$ cat src/rtl/irq_pend_pkg.sv
package irq_pend_pkg;
    typedef enum logic {
        LN_READY      = 1'b0,
        LN_IN_SERVICE = 1'b1
    } line_state_e;

    localparam logic TRIG_LEVEL = 1'b0;
    localparam logic TRIG_EDGE  = 1'b1;
endpackage

$ cat src/rtl/irq_in_sample.sv
module irq_in_sample #(
    parameter int WIDTH = 32
) (
    input  logic             clk,
    input  logic             rst,
    input  logic [WIDTH-1:0] raw_i,
    output logic [WIDTH-1:0] cur_o,
    output logic [WIDTH-1:0] prev_o
);
    always_ff @(posedge clk) begin
        if (rst) begin
            cur_o  <= '0;
            prev_o <= '0;
        end else begin
            cur_o  <= raw_i;
            prev_o <= cur_o;
        end
    end
endmodule

$ cat src/rtl/irq_line_track.sv
module irq_line_track
    import irq_pend_pkg::*;
(
    input  logic clk,
    input  logic rst,
    input  logic cfg_edge,
    input  logic wire_q,
    input  logic wire_prev,
    input  logic set_hit,
    input  logic clr_hit,
    input  logic ack_hit,
    input  logic eoi_hit,
    output logic pend_o
);
    line_state_e state_q, state_d;
    logic        soft_q, soft_d;
    logic        edge_q, edge_d;
    logic        rise;
    logic        take;

    assign rise = wire_q & ~wire_prev;
    assign take = ack_hit & pend_o;

    // Output process: pending view of this line.
    always_comb begin
        if (cfg_edge == TRIG_EDGE) begin
            pend_o = edge_q;
        end else begin
            pend_o = soft_q | (wire_q & (state_q == LN_READY));
        end
    end

    // Next-state process.
    always_comb begin
        state_d = state_q;
        unique case (state_q)
            LN_READY: begin
                if (cfg_edge == TRIG_LEVEL && take) state_d = LN_IN_SERVICE;
            end
            LN_IN_SERVICE: begin
                if (eoi_hit || cfg_edge == TRIG_EDGE) state_d = LN_READY;
            end
            default: state_d = LN_READY;
        endcase
    end

    always_comb begin
        soft_d = (cfg_edge == TRIG_LEVEL) & (set_hit | (soft_q & ~clr_hit & ~take));
        edge_d = (cfg_edge == TRIG_EDGE)  & (set_hit | rise | (edge_q & ~clr_hit & ~take));
    end

    // State register process.
    always_ff @(posedge clk) begin
        if (rst) begin
            state_q <= LN_READY;
            soft_q  <= 1'b0;
            edge_q  <= 1'b0;
        end else begin
            state_q <= state_d;
            soft_q  <= soft_d;
            edge_q  <= edge_d;
        end
    end


    set_makes_pend_chk: assert property (@(posedge clk) disable iff (rst)
        set_hit |=> (pend_o || (cfg_edge != $past(cfg_edge))));


    edge_hold_chk: assert property (@(posedge clk) disable iff (rst)
        (cfg_edge && pend_o && !clr_hit && !ack_hit) |=> (pend_o || !cfg_edge));


    edge_clear_chk: assert property (@(posedge clk) disable iff (rst)
        (cfg_edge && clr_hit && !set_hit && !rise) |=> (!pend_o || !cfg_edge));


    ack_drops_latch_chk: assert property (@(posedge clk) disable iff (rst)
        (!cfg_edge && ack_hit && pend_o && !set_hit) |=> !soft_q);


    eoi_retire_chk: assert property (@(posedge clk) disable iff (rst)
        (state_q == LN_IN_SERVICE && eoi_hit) |=> (state_q == LN_READY));


    latch_level_only_chk: assert property (@(posedge clk) disable iff (rst)
        $rose(soft_q) |-> !$past(cfg_edge));
endmodule

$ cat src/rtl/irq_pend_tracker.sv
module irq_pend_tracker #(
    parameter int NUM_LINES = 32
) (
    input  logic                 clk,
    input  logic                 rst,
    input  logic [NUM_LINES-1:0] irq_in,
    input  logic [NUM_LINES-1:0] trig_cfg,
    input  logic                 reg_wr,
    input  logic                 reg_clr_sel,
    input  logic [NUM_LINES-1:0] reg_wdata,
    output logic [NUM_LINES-1:0] reg_rdata,
    input  logic [NUM_LINES-1:0] ack_mask,
    input  logic [NUM_LINES-1:0] eoi_mask,
    output logic [NUM_LINES-1:0] pending_o
);
    localparam int LW = NUM_LINES;

    logic [LW-1:0] wire_q;
    logic [LW-1:0] wire_prev;
    logic [LW-1:0] set_vec;
    logic [LW-1:0] clr_vec;

    irq_in_sample #(.WIDTH(LW)) u_sample (
        .clk    (clk),
        .rst    (rst),
        .raw_i  (irq_in),
        .cur_o  (wire_q),
        .prev_o (wire_prev)
    );

    assign set_vec = (reg_wr && !reg_clr_sel) ? reg_wdata : '0;
    assign clr_vec = (reg_wr &&  reg_clr_sel) ? reg_wdata : '0;

    for (genvar i = 0; i < LW; i++) begin : g_line
        irq_line_track u_line (
            .clk       (clk),
            .rst       (rst),
            .cfg_edge  (trig_cfg[i]),
            .wire_q    (wire_q[i]),
            .wire_prev (wire_prev[i]),
            .set_hit   (set_vec[i]),
            .clr_hit   (clr_vec[i]),
            .ack_hit   (ack_mask[i]),
            .eoi_hit   (eoi_mask[i]),
            .pend_o    (pending_o[i])
        );
    end

    assign reg_rdata = pending_o;


    rdata_match_chk: assert property (@(posedge clk) disable iff (rst)
        reg_rdata == pending_o);


    reset_clear_chk: assert property (@(posedge clk)
        $past(rst) |-> (pending_o == '0));
endmodule

$ cat config.mk
export PLATFORM = sky130hd
export DESIGN_NAME = irq_pend_tracker
export DESIGN_NICKNAME = d
export VERILOG_FILES = /design/src/rtl/irq_pend_pkg.sv /design/src/rtl/irq_in_sample.sv /design/src/rtl/irq_line_track.sv /design/src/rtl/irq_pend_tracker.sv
export SDC_FILE = /design/constraint.sdc
export NUM_CORES = 1
export LEC_CHECK = 0
export BUFFER_PORTS_ARGS = -buffer_cell sky130_fd_sc_hd__buf_4
export CORE_MARGIN = 3
export CORE_UTILIZATION = 45
export CTS_BUF_LIST = sky130_fd_sc_hd__clkbuf_2 sky130_fd_sc_hd__clkbuf_4 sky130_fd_sc_hd__clkbuf_8
export DETAILED_ROUTE_END_ITERATION = 6
export PLACE_DENSITY = 0.71
export SLEW_MARGIN = 10
export SYNTH_ARGS = -nofsm -noshare
export SYNTH_HDL_FRONTEND = slang
export SYNTH_SLANG_ARGS = --single-unit
$ cat constraint.sdc
create_clock -name clk -period 3.08 [get_ports clk]
set_input_delay 0.616 -clock clk [delete_from_list [all_inputs] [get_ports clk]]
set_output_delay 0.616 -clock clk [all_outputs]
set_load 0.03 [all_outputs]
Word level (Yosys, flattened, before mapping)
Index checks and enable logic that the tools add are counted.
Storage, ports and cells
  flip-flop bits (word level): 160
  input bits: 164
Operators by class
  mux-type cells: 130
  bitwise operators: 576
  reductions and logical operators: 67
Operators with widths (number)
  bitwise AND 1 bit: 288
  inverter 1 bit: 160
  OR 1 bit: 128
  two-way mux 1 bit: 96
  two-way mux 32 bit: 2
  case mux 1 bit (2 select lines): 32
  logical AND 1 bit: 34
  logical OR 1 bit: 32
  logical NOT 1 bit: 1

Depth between registers and ports, before layout
Gate-level depths: netlist of the first run.
  depth in word-level cells: 9
  depth in mapped cells: 5
  depth with buffers taken out: 3

Modules after synthesis
Synthesis of the first run repeated with hierarchy kept, for this count alone.
Second synthesis, totals
  cells, all modules: 787
  area total of the unflattened synthesis: 7666.1 sq um
Modules (own cells, without submodules)
  irq_line_track: area an instance 153.9 sq um, instances 32, cells each 17, seq. area each 60.1 sq um
  irq_in_sample: area an instance 1918.1 sq um, instances 1, cells each 135, seq. area each 1281.2 sq um
  irq_pend_tracker: area an instance 823.3 sq um, instances 1, cells each 108, seq. area each 0.0 sq um

Least setup slack after synthesis of the first run
OpenSTA, ideal clock, no wires.
  path type: input to output
  start: input trig_cfg[10]
  end: output pending_o[10]
  data required time: 2464 ps
  setup slack: 1397 ps
  arrival time: 1067 ps
  stages on the path: 2
  cells stage by stage: o31a_1 > buf_4
Between the ends
  word-level cells in the longest chain between the ends: 1
Ends and longest elaborated chain
  start, declared: line irq_pend_tracker.sv:7  | input logic [NUM_LINES-1:0] trig_cfg,
  two-way mux 1 bit: line irq_line_track.sv:26  | if (cfg_edge == TRIG_EDGE) begin
  end, declared: line irq_pend_tracker.sv:14  | output logic [NUM_LINES-1:0] pending_o
Every way passes these cells.

Final worst setup path of the first run
  start: register u_sample.cur_o[0]
  end: output pending_o[0]
Between the ends
  word-level cells in the longest chain between the ends: 3
Ends and longest elaborated chain
  start, declared: line irq_in_sample.sv:7  | output logic [WIDTH-1:0] cur_o,
  start signal, assigned: line irq_in_sample.sv:15  | cur_o <= raw_i;
  bitwise AND 1 bit: line irq_line_track.sv:29  | pend_o = soft_q | (wire_q & (state_q == LN_READY));
  OR 1 bit: line irq_line_track.sv:29
  two-way mux 1 bit: line irq_line_track.sv:26
Every way passes these cells.

==> run_results.csv, run 1 <==
group,metric,value,unit
setup_path,cp_data_arrival_time,1.35,ns
final_layout,final_common_cell,"buf_4",
setup_path,start_kind,"register",
detailed_routing,wl_per_cell,13.8,um
sta,rsz0062_at_grt,"no",
detailed_routing,first_iter_violations,334,
global_route,grt_pass1_vias,6306,
final_layout,drive_gt1_frac,0.249,
placement,place_congestion,0.786,
die,core_region_area,16900,um^2
detailed_routing,drt-vias-per-instance,5.25,
logic_synthesis,yosysSeqAreaShare,0.405,
cts,cts.sinks,160,
cts,cts_resized,0,
cts,clock_latency,0.43,ns
global_route,grt.total_usage,0.178,
logic_synthesis,synth.distinct_cells,31,
detailed_routing,drc,0,
die,std_cell_rows,47,
logic_synthesis,postSynthAreaPerCell,8.81,um^2
cts,clk_pin_slew,0.09,ns
setup_path,cp.required,2.46,ns
final_layout,syn_to_final_growth,23.1,%
sta,fmax,508,MHz
pwr,powerDensity,478,nW/um^2
setup_path,end_kind,"primary output",
die,die_area,19200,um^2
logic_synthesis,synth_fp_nets,1061,
detailed_routing,vias,6718,
final_layout,regArea,3200,um^2
placement,portBuffers,227,
logic_synthesis,syn_area,7900,um^2
sta,final_hold_viol_count,0,
detailed_routing,drt_first_pass_iters,4,
die,die_y,139,um
sta,fin_skew,0.0102,ns
sta,finalCriticalPeriod,1.97,ns
cts,hold_buffers,0,
hold_path,hold_class,"input pin to register",
setup_path,critPathKind,"register to primary output",
global_route,antenna_found_initial,1,
logic_synthesis,synth-seq-cells,160,
final_layout,nFillCells,1591,
sta,final-max-slew-violation-count,0,
placement,hpwlAfterDp,12.8,mm
global_route,grt_pass1_wl,29.1,mm
global_route,grt_max_degree,71,
final_layout,multi_input_area,3890,um^2
outcome,status,"finished, final reports clean",
final_layout,nNetsFinal,1210,
detailed_routing,antenna_left,0,
die,initial_utilization,0.468,
logic_synthesis,synth_edf_count,0,
die,ioPinCount,228,
sta,finalSetupViolCount,0,
sta,final.period_utilization,0.639,
cts,postCtsSetupBuffers,0,
sta,relSlewSlack,0.567,
final_layout,fin_util,0.576,
pwr,vdd_ir_drop_max,0.278,mV
cts,numCtsBuffers,17,
setup_path,critical_path.max_fanout,3,
sta,tns,0,ns
logic_synthesis,synthArstFlopShare,0,
cts,ctsLongestPathBuffers,2,
final_layout,mostFrequentLayoutCells,"227 x buf_4, 160 x dfxtp_1, 136 x nor2b_1, 56 x nor3_1, 55 x nand3_1",
cts,cts_tree,"built",
cts,root_buffer,"clkbuf_8",
flow_run,maxCapViolations,0,
sta,worstMarginPinSlew,0.650,ns
die,die_x,139,um
logic_synthesis,yosysWarningCount,0,
pwr,leakage,4.44,nW
global_route,globalRoute.totalOverflow,0,
cts,h-tree-depth,4,
detailed_routing,wl,17.7,mm
logic_synthesis,ys.flop_type,"dfxtp_1",
logic_synthesis,synthCells,897,
-- registers in the layout, indices dropped and copies added, names as in the netlist --
name,flops
g_line.u_line.edge_q,32
g_line.u_line.soft_q,32
g_line.u_line.state_q,32
u_sample.cur_o,32
u_sample.prev_o,32
-- cells in the mapped netlist (15+ instances only) --
cell | instances | share of area
buf_4 | 66 | 0.063
nand2_1 | 35 | 0.017
nand3_1 | 55 | 0.035
o21ai_0 | 41 | 0.026
and2b_1 | 18 | 0.017
dfxtp_1 | 160 | 0.41
nand2b_1 | 37 | 0.029
inv_1 | 37 | 0.018
nor2b_1 | 136 | 0.11
nor4b_1 | 26 | 0.029
buf_2 | 15 | 0.0095
a21o_1 | 26 | 0.025
o31a_1 | 32 | 0.035
clkbuf_1 | 17 | 0.0081
and3b_1 | 30 | 0.033
a31oi_1 | 29 | 0.023
nor3_1 | 56 | 0.035
o311a_1 | 27 | 0.034
-- cell families after synthesis --
kind of cell,share of synthesized area
flip-flops,0.405
AND/OR/NAND/NOR,0.312
AO/OA/AOI/OAI,0.180
buffers and inverters,0.103
-- routing by layer --
layer,global-route usage,wire length [um],vias up
met2,0.295,8160,166
met3,0.0555,1130,7
met5,0,0,-
met4,0.0416,148,0
met1,0.228,8240,3108
li1,-,-,3437
-- cell type report --
cell class	instances	area share
clock buffer	20	0.0270
multi-input combinational	598	0.400
inverter	37	0.0143
antenna	1	0.000257
clock inverter	12	0.0165
timing repair buffer	232	0.185
tap	220	0.0283
sequential	160	0.329
-- where the power goes --
part / switching (W) / leakage (nW) / total [W] / internal, W
sequential: 0.0000418 / 1.31 / 0.00219 / 0.00215
clock: 0.000760 / 0.208 / 0.00161 / 0.000848
combinational: 0.000450 / 2.92 / 0.000849 / 0.000399
total: 0.00125 / 4.44 / 0.00465 / 0.00340
-- worst paths after layout --
kind	start	endpoint	slack, ns	cells after the start
setup / recovery	u_sample.cur_o[0]	pending_o[0]	1.11	3
hold / removal	trig_cfg[6]	g_line[6].u_line.soft_q	0.39	2
setup reg to reg	u_sample.cur_o[7]	g_line[7].u_line.edge_q	1.90	3
hold reg to reg	g_line[3].u_line.edge_q	g_line[3].u_line.edge_q	0.46	2
-- stage by stage --
stage	hold WS, ns	area [um^2]	setup WS, ns	std cells	power, W
3_5_place_dp	0.452	9300	1.21	1247	0.00309
5_1_grt	0.349	9730	0.999	1280	0.00489
4_1_cts	0.343	9730	1.06	1279	0.00472
6_report	0.387	9730	1.11	1280	0.00465
2_1_floorplan	0.435	7900	1.40	897	0.00280
3_3_place_gp	0.448	9300	1.21	1247	0.00308
-- critical path: stages, from the launching register on --
cell and delay, ns:
dfxtp_1 0.32, nor2b_1 0.14, o31a_1 0.28, buf_4 0.18
Note: power is estimated with default switching activity, not from simulation.
==> run 2: changes to the inputs <==
--- a/config.mk
+++ b/config.mk
@@ -10,7 +10,7 @@
 export CORE_UTILIZATION = 45
 export CTS_BUF_LIST = sky130_fd_sc_hd__clkbuf_2 sky130_fd_sc_hd__clkbuf_4 sky130_fd_sc_hd__clkbuf_8
 export DETAILED_ROUTE_END_ITERATION = 6
-export PLACE_DENSITY = 0.71
+export PLACE_DENSITY = 0.74
 export SLEW_MARGIN = 10
 export SYNTH_ARGS = -nofsm -noshare
 export SYNTH_HDL_FRONTEND = slang
==> constraint.sdc (replaced) <==
create_clock -name clk -period 1.7 [get_ports clk]
set_input_delay 0.34 -clock clk [delete_from_list [all_inputs] [get_ports clk]]
set_output_delay 0.34 -clock clk [all_outputs]
set_load 0.03 [all_outputs]
==> run_results.csv, run 2 (synthesized netlist as in run 1, its figures left out) <==
group,metric,value,unit
setup_path,critPathKind,"register to primary output",
setup_path,r2r_end,"g_line[10].u_line.state_q",
global_route,globalRouteMet3Util,0.0545,
cts,hold_buffers,0,
final_layout,nFillCells,1412,
detailed_routing,antenna_left,0,
hold_path,min-delay-start,"trig_cfg[6]",
sta,fin_skew,0.0103,ns
setup_path,critical-path-max-stage-delay,0.33,ns
detailed_routing,first_iter_violations,280,
pwr,p_total,0.00879,W
die,initial_utilization,0.468,
detailed_routing,vias,7009,
setup_path,critical_path.max_fanout,2,
global_route,grtUsageMet2,0.321,
detailed_routing,drt_first_pass_iters,4,
placement,pre_cts_ws,0.101,ns
setup_path,r2r.worst_path.cells,4,
setup_path,crit_start,"u_sample.cur_o[0]",
final_layout,final_common_cell,"buf_4",
setup_path,worst_path_max_delay_cell,"dfxtp_2",
pwr,leakage,4.83,nW
die,core_region_area,16900,um^2
die,die_x,139,um
cts,cts.sinks,160,
setup_path,cp_data_arrival_time,1.36,ns
hold_path,holdPathEnd,"g_line[6].u_line.soft_q",
pwr,p_comb_frac,0.201,
cts,clk_pin_slew,0.08,ns
cts,ctsLongestPathBuffers,2,
global_route,grt.total_usage,0.189,
sta,rsz0062_at_grt,"yes",
outcome,status,"finished, final reports clean",
sta,fmax,588,MHz
pwr,powerDensity,830,nW/um^2
final_layout,syn_to_final_growth,34.0,%
placement,placed_cells,1258,
pwr,seqPwrFrac,0.454,
sta,final_hold_viol_count,0,
final_layout,final_area,10600,um^2
die,die_area,19200,um^2
sta,setup_slack,0.000435,ns
die,die_y,139,um
cts,root_buffer,"clkbuf_8",
global_route,busiest_layer,"met2",
final_layout,multi_input_area,4130,um^2
pwr,pwr-share-clk,0.344,
setup_path,path_cells,"nor2b_4, o31a_1, buf_6",
detailed_routing,wl_per_cell,14.2,um
placement,hpwlAfterDp,13.3,mm
sta,finalCriticalPeriod,1.70,ns
placement,dpl_cell_area,9390,um^2
pwr,p_int,0.00650,W
cts,numCtsBuffers,17,
global_route,grt_pass1_wl,30.6,mm
sta,final.period_utilization,1.00,
final_layout,drive_gt1_frac,0.359,
final_layout,antennaDiodeCount,0,
global_route,globalRoute.totalOverflow,0,
global_route,antenna_found_initial,0,
detailed_routing,drc,0,
pwr,switching_share,0.260,
final_layout,nNetsFinal,1249,
final_layout,mostFrequentLayoutCells,"202 x buf_4, 104 x nor2b_1, 100 x dfxtp_1, 65 x buf_6, 60 x dfxtp_2",
hold_path,min_path_cells,2,
final_layout,regArea,3280,um^2
sta,worstMarginPinSlew,0.700,ns
sta,finalSetupViolCount,0,
flow_run,maxCapViolations,0,
global_route,grt_max_degree,96,
placement,place_congestion,0.807,
setup_path,cp.required,1.36,ns
detailed_routing,drt-vias-per-instance,5.32,
pwr,vdd_ir_drop_max,0.553,mV
setup_path,end_kind,"primary output",
sta,relSlewSlack,0.534,
detailed_routing,wl,18.7,mm
die,std_cell_rows,47,
pwr,switchingPower,0.00229,W
placement,portBuffers,227,
global_route,gr-usage-met1,0.232,
cts,clock_latency,0.44,ns
global_route,grt_pass1_vias,6620,
sta,final-max-slew-violation-count,0,
setup_path,r2r_start,"u_sample.cur_o[10]",
setup_path,start_kind,"register",
setup_path,reg2reg_slack,0.50,ns
cts,cts_tree,"built",
hold_path,hold_class,"input pin to register",
final_layout,instances_no_fill,1317,
die,ioPinCount,228,
cts,h-tree-depth,4,
==> run 2: cell count changes in the layout (fill, tap and decap cells not counted), moves of 2 or more <==
cell,change
buf_4,-25
nor2b_1,-32
clkinvlp_4,-2
dfxtp_1,-60
nor2b_4,+32
dfxtp_2,+60
buf_6,+64
==> run 2: metal layers <==
metal / routed length, um / vias up / part of all wire
met4: 297 / 0 / 0.016
met3: 1240 / 21 / 0.066
met2: 9000 / 195 / 0.48
met1: 8210 / 3265 / 0.44
li1: - / 3528 / -
met5: 0 / - / 0
==> run 2: worst max path at each step <==
stage                                end  slack [ns]  depth (start not counted)
2_1_floorplan  g_line[29].u_line.state_q        0.52                          4
3_3_place_gp    g_line[17].u_line.edge_q        0.14                          5
3_5_place_dp    g_line[17].u_line.edge_q        0.10                          5
4_1_cts                     pending_o[0]       -0.05                          3
5_1_grt                     pending_o[0]       -0.07                          3
6_report                    pending_o[0]      0.0004                          3
==> run 2: what timing repair did <==
| action | 4_1_cts | 5_1_grt |
|---|---|---|
| pin swaps | 2 | 6 |
| setup endpoints to repair | 64 | 64 |
| cloned | 0 | 0 |
| setup buffers | 18 | 10 |
| gates resized for setup | 152 | 36 |
==> run 2: power by group through the flow <==
stage,Combinational (W),Sequential (W),Clock (W)
2_1_floorplan,0.00104,0.00403,0
3_3_place_gp,0.00155,0.00405,0
3_5_place_dp,0.00157,0.00405,0
4_1_cts,0.00174,0.00398,0.00313
5_1_grt,0.00191,0.00401,0.00329
6_report,0.00177,0.00399,0.00303
==> run 2: through the flow <==
step,util,hold WS [ns],setup TNS [ns]
floorplan,-,0.417,0
global placement,0.556,0.444,0
detailed placement,0.556,0.449,0
CTS,0.618,0.0601,-0.790
global route,0.627,0.0663,-2.54
finish,0.627,0.0991,0
==> run 2: final cells by class <==
cell class / count / area share
repair buffers: 271 / 0.220
inverters: 37 / 0.0131
clock buffers: 21 / 0.0261
multi-input cells: 598 / 0.390
clock inverters: 10 / 0.0151
flip-flops and latches: 160 / 0.310
well taps: 220 / 0.0260
==> run 2: worst max-delay path: cells and delay by family, from the launching register on <==
kind | cells | cell delay (ns)
and+or+nand+nor | 1 | 0.12
DFF | 1 | 0.33
AOI/OAI and AO/OA | 1 | 0.31
buffers and inverters | 1 | 0.17
==> run 3: changes to the inputs <==
--- a/config.mk
+++ b/config.mk
@@ -10,6 +10,7 @@
 export CORE_UTILIZATION = 45
 export CTS_BUF_LIST = sky130_fd_sc_hd__clkbuf_2 sky130_fd_sc_hd__clkbuf_4 sky130_fd_sc_hd__clkbuf_8
 export DETAILED_ROUTE_END_ITERATION = 6
+export MAX_ROUTING_LAYER = met4
 export PLACE_DENSITY = 0.74
 export SLEW_MARGIN = 10
 export SYNTH_ARGS = -nofsm -noshare
==> run_results.csv, run 3 (synthesized netlist as in run 1, its figures left out) <==
group,metric,value,unit
sta,worstMarginPinSlew,0.689,ns
sta,rsz0062_at_grt,"yes",
sta,relSlewSlack,0.541,
cts,clk_pin_slew,0.08,ns
final_layout,drive_gt1_frac,0.359,
hold_path,min_path_cells,2,
cts,root_buffer,"clkbuf_8",
detailed_routing,wl_per_cell,14.2,um
die,die_y,139,um
setup_path,cp_data_arrival_time,1.37,ns
setup_path,critPathKind,"register to primary output",
die,initial_utilization,0.468,
die,die_area,19200,um^2
pwr,switching_share,0.260,
global_route,globalRoute.totalOverflow,0,
sta,setup_slack,-0.00565,ns
pwr,p_total,0.00878,W
setup_path,reg2reg_slack,0.50,ns
final_layout,syn_to_final_growth,34.0,%
cts,cts.sinks,160,
final_layout,antennaDiodeCount,0,
die,ioPinCount,228,
final_layout,mostFrequentLayoutCells,"202 x buf_4, 104 x nor2b_1, 100 x dfxtp_1, 65 x buf_6, 60 x dfxtp_2",
sta,finalCriticalPeriod,1.71,ns
final_layout,final_common_cell,"buf_4",
pwr,switchingPower,0.00228,W
global_route,grt_pass1_vias,6621,
setup_path,cp.required,1.36,ns
sta,fmax,586,MHz
placement,place_congestion,0.822,
final_layout,nFillCells,1412,
die,core_region_area,16900,um^2
detailed_routing,vias,6989,
cts,clock_latency,0.45,ns
outcome,status,"complete, but fails checks",
final_layout,nNetsFinal,1249,
global_route,grt.total_usage,0.195,
sta,finalSetupViolCount,2,
detailed_routing,drt_first_pass_iters,4,
sta,fin_skew,0.0108,ns
cts,cts_tree,"built",
global_route,grt_max_degree,96,
pwr,powerDensity,830,nW/um^2
setup_path,critical_path.max_fanout,2,
sta,tns,-0.0111,ns
detailed_routing,drt-vias-per-instance,5.31,
pwr,vdd_ir_drop_max,0.551,mV
sta,final_hold_viol_count,0,
detailed_routing,first_iter_violations,307,
pwr,leakage,4.83,nW
sta,final.period_utilization,1.00,
hold_path,hold_class,"input pin to register",
placement,hpwlAfterDp,13.3,mm
sta,final-max-slew-violation-count,0,
die,std_cell_rows,47,
pwr,seqPwrFrac,0.454,
sta,fin_hold_ws,0.0986,ns
setup_path,r2r_start,"u_sample.cur_o[10]",
pwr,p_int,0.00650,W
pwr,pwr-share-clk,0.344,
cts,numCtsBuffers,17,
setup_path,start_kind,"register",
final_layout,fin_util,0.627,
hold_path,min-delay-start,"trig_cfg[6]",
die,die_x,139,um
flow_run,maxCapViolations,0,
cts,ctsLongestPathBuffers,2,
cts,h-tree-depth,4,
detailed_routing,drc,0,
placement,portBuffers,227,
setup_path,r2r_end,"g_line[10].u_line.state_q",
outcome,violations,"setup timing",
global_route,antenna_found_initial,0,
hold_path,holdPathEnd,"g_line[6].u_line.soft_q",
pwr,p_comb_frac,0.201,
setup_path,end_kind,"primary output",
detailed_routing,wl,18.7,mm
detailed_routing,antenna_left,0,
cts,hold_buffers,0,
setup_path,r2r.worst_path.cells,4,
global_route,grt_pass1_wl,30.6,mm
run 3: through the flow:
step | instances | cell area, um^2 | setup slack (ns)
5_1_grt | 1317 | 10600 | -0.0711
3_5_place_dp | 1258 | 9390 | 0.101
4_1_cts | 1307 | 10400 | -0.0456
2_1_floorplan | 897 | 7900 | 0.522
6_report | 1317 | 10600 | -0.00565
3_3_place_gp | 1258 | 9390 | 0.137
run 3: what timing repair did:
action	CTS	global route
pin swaps	2	6
gates resized for setup	152	36
setup endpoints to repair	64	64
buffers inserted	18	10
run 3: power by group through the flow:
stage	combinational (W)	sequential (W)	clock, W
3_5_place_dp	0.00157	0.00405	0
4_1_cts	0.00174	0.00398	0.00313
2_1_floorplan	0.00104	0.00403	0
6_report	0.00177	0.00399	0.00302
3_3_place_gp	0.00155	0.00405	0
5_1_grt	0.00191	0.00401	0.00329
run 3: area by class of cell:
type / count / area, um^2 / share of cell area
clock buffer: 21 / 277 / 0.0261
clock inverter: 10 / 160 / 0.0151
inverter: 37 / 139 / 0.0131
multi-input combinational: 598 / 4130 / 0.390
sequential: 160 / 3280 / 0.310
tap: 220 / 275 / 0.0260
timing repair buffer: 271 / 2330 / 0.220
run 3: worst max-delay path by stage:
stage,slack [ns],cells after the start,endpoint,start
after floorplan,0.52,4,g_line[29].u_line.state_q,rst
after global placement,0.14,5,g_line[17].u_line.edge_q,rst
after detailed placement,0.10,5,g_line[17].u_line.edge_q,rst
after CTS,-0.05,3,pending_o[0],u_sample.cur_o[0]
after global routing,-0.07,3,pending_o[0],u_sample.cur_o[0]
final,-0.006,3,pending_o[0],u_sample.cur_o[0]
run 3: worst max-delay path, cell delays in order (launching register included):
cell	delay, ns
dfxtp_2	0.33
nor2b_4	0.12
o31a_1	0.31
buf_6	0.17
run 3: metal layers:
| metal | GRT usage | share of wire |
|---|---|---|
| met1 | 0.235 | 0.44 |
| met2 | 0.320 | 0.48 |
| met3 | 0.0479 | 0.061 |
| met4 | 0.0655 | 0.017 |
| met5 | - | 0 |
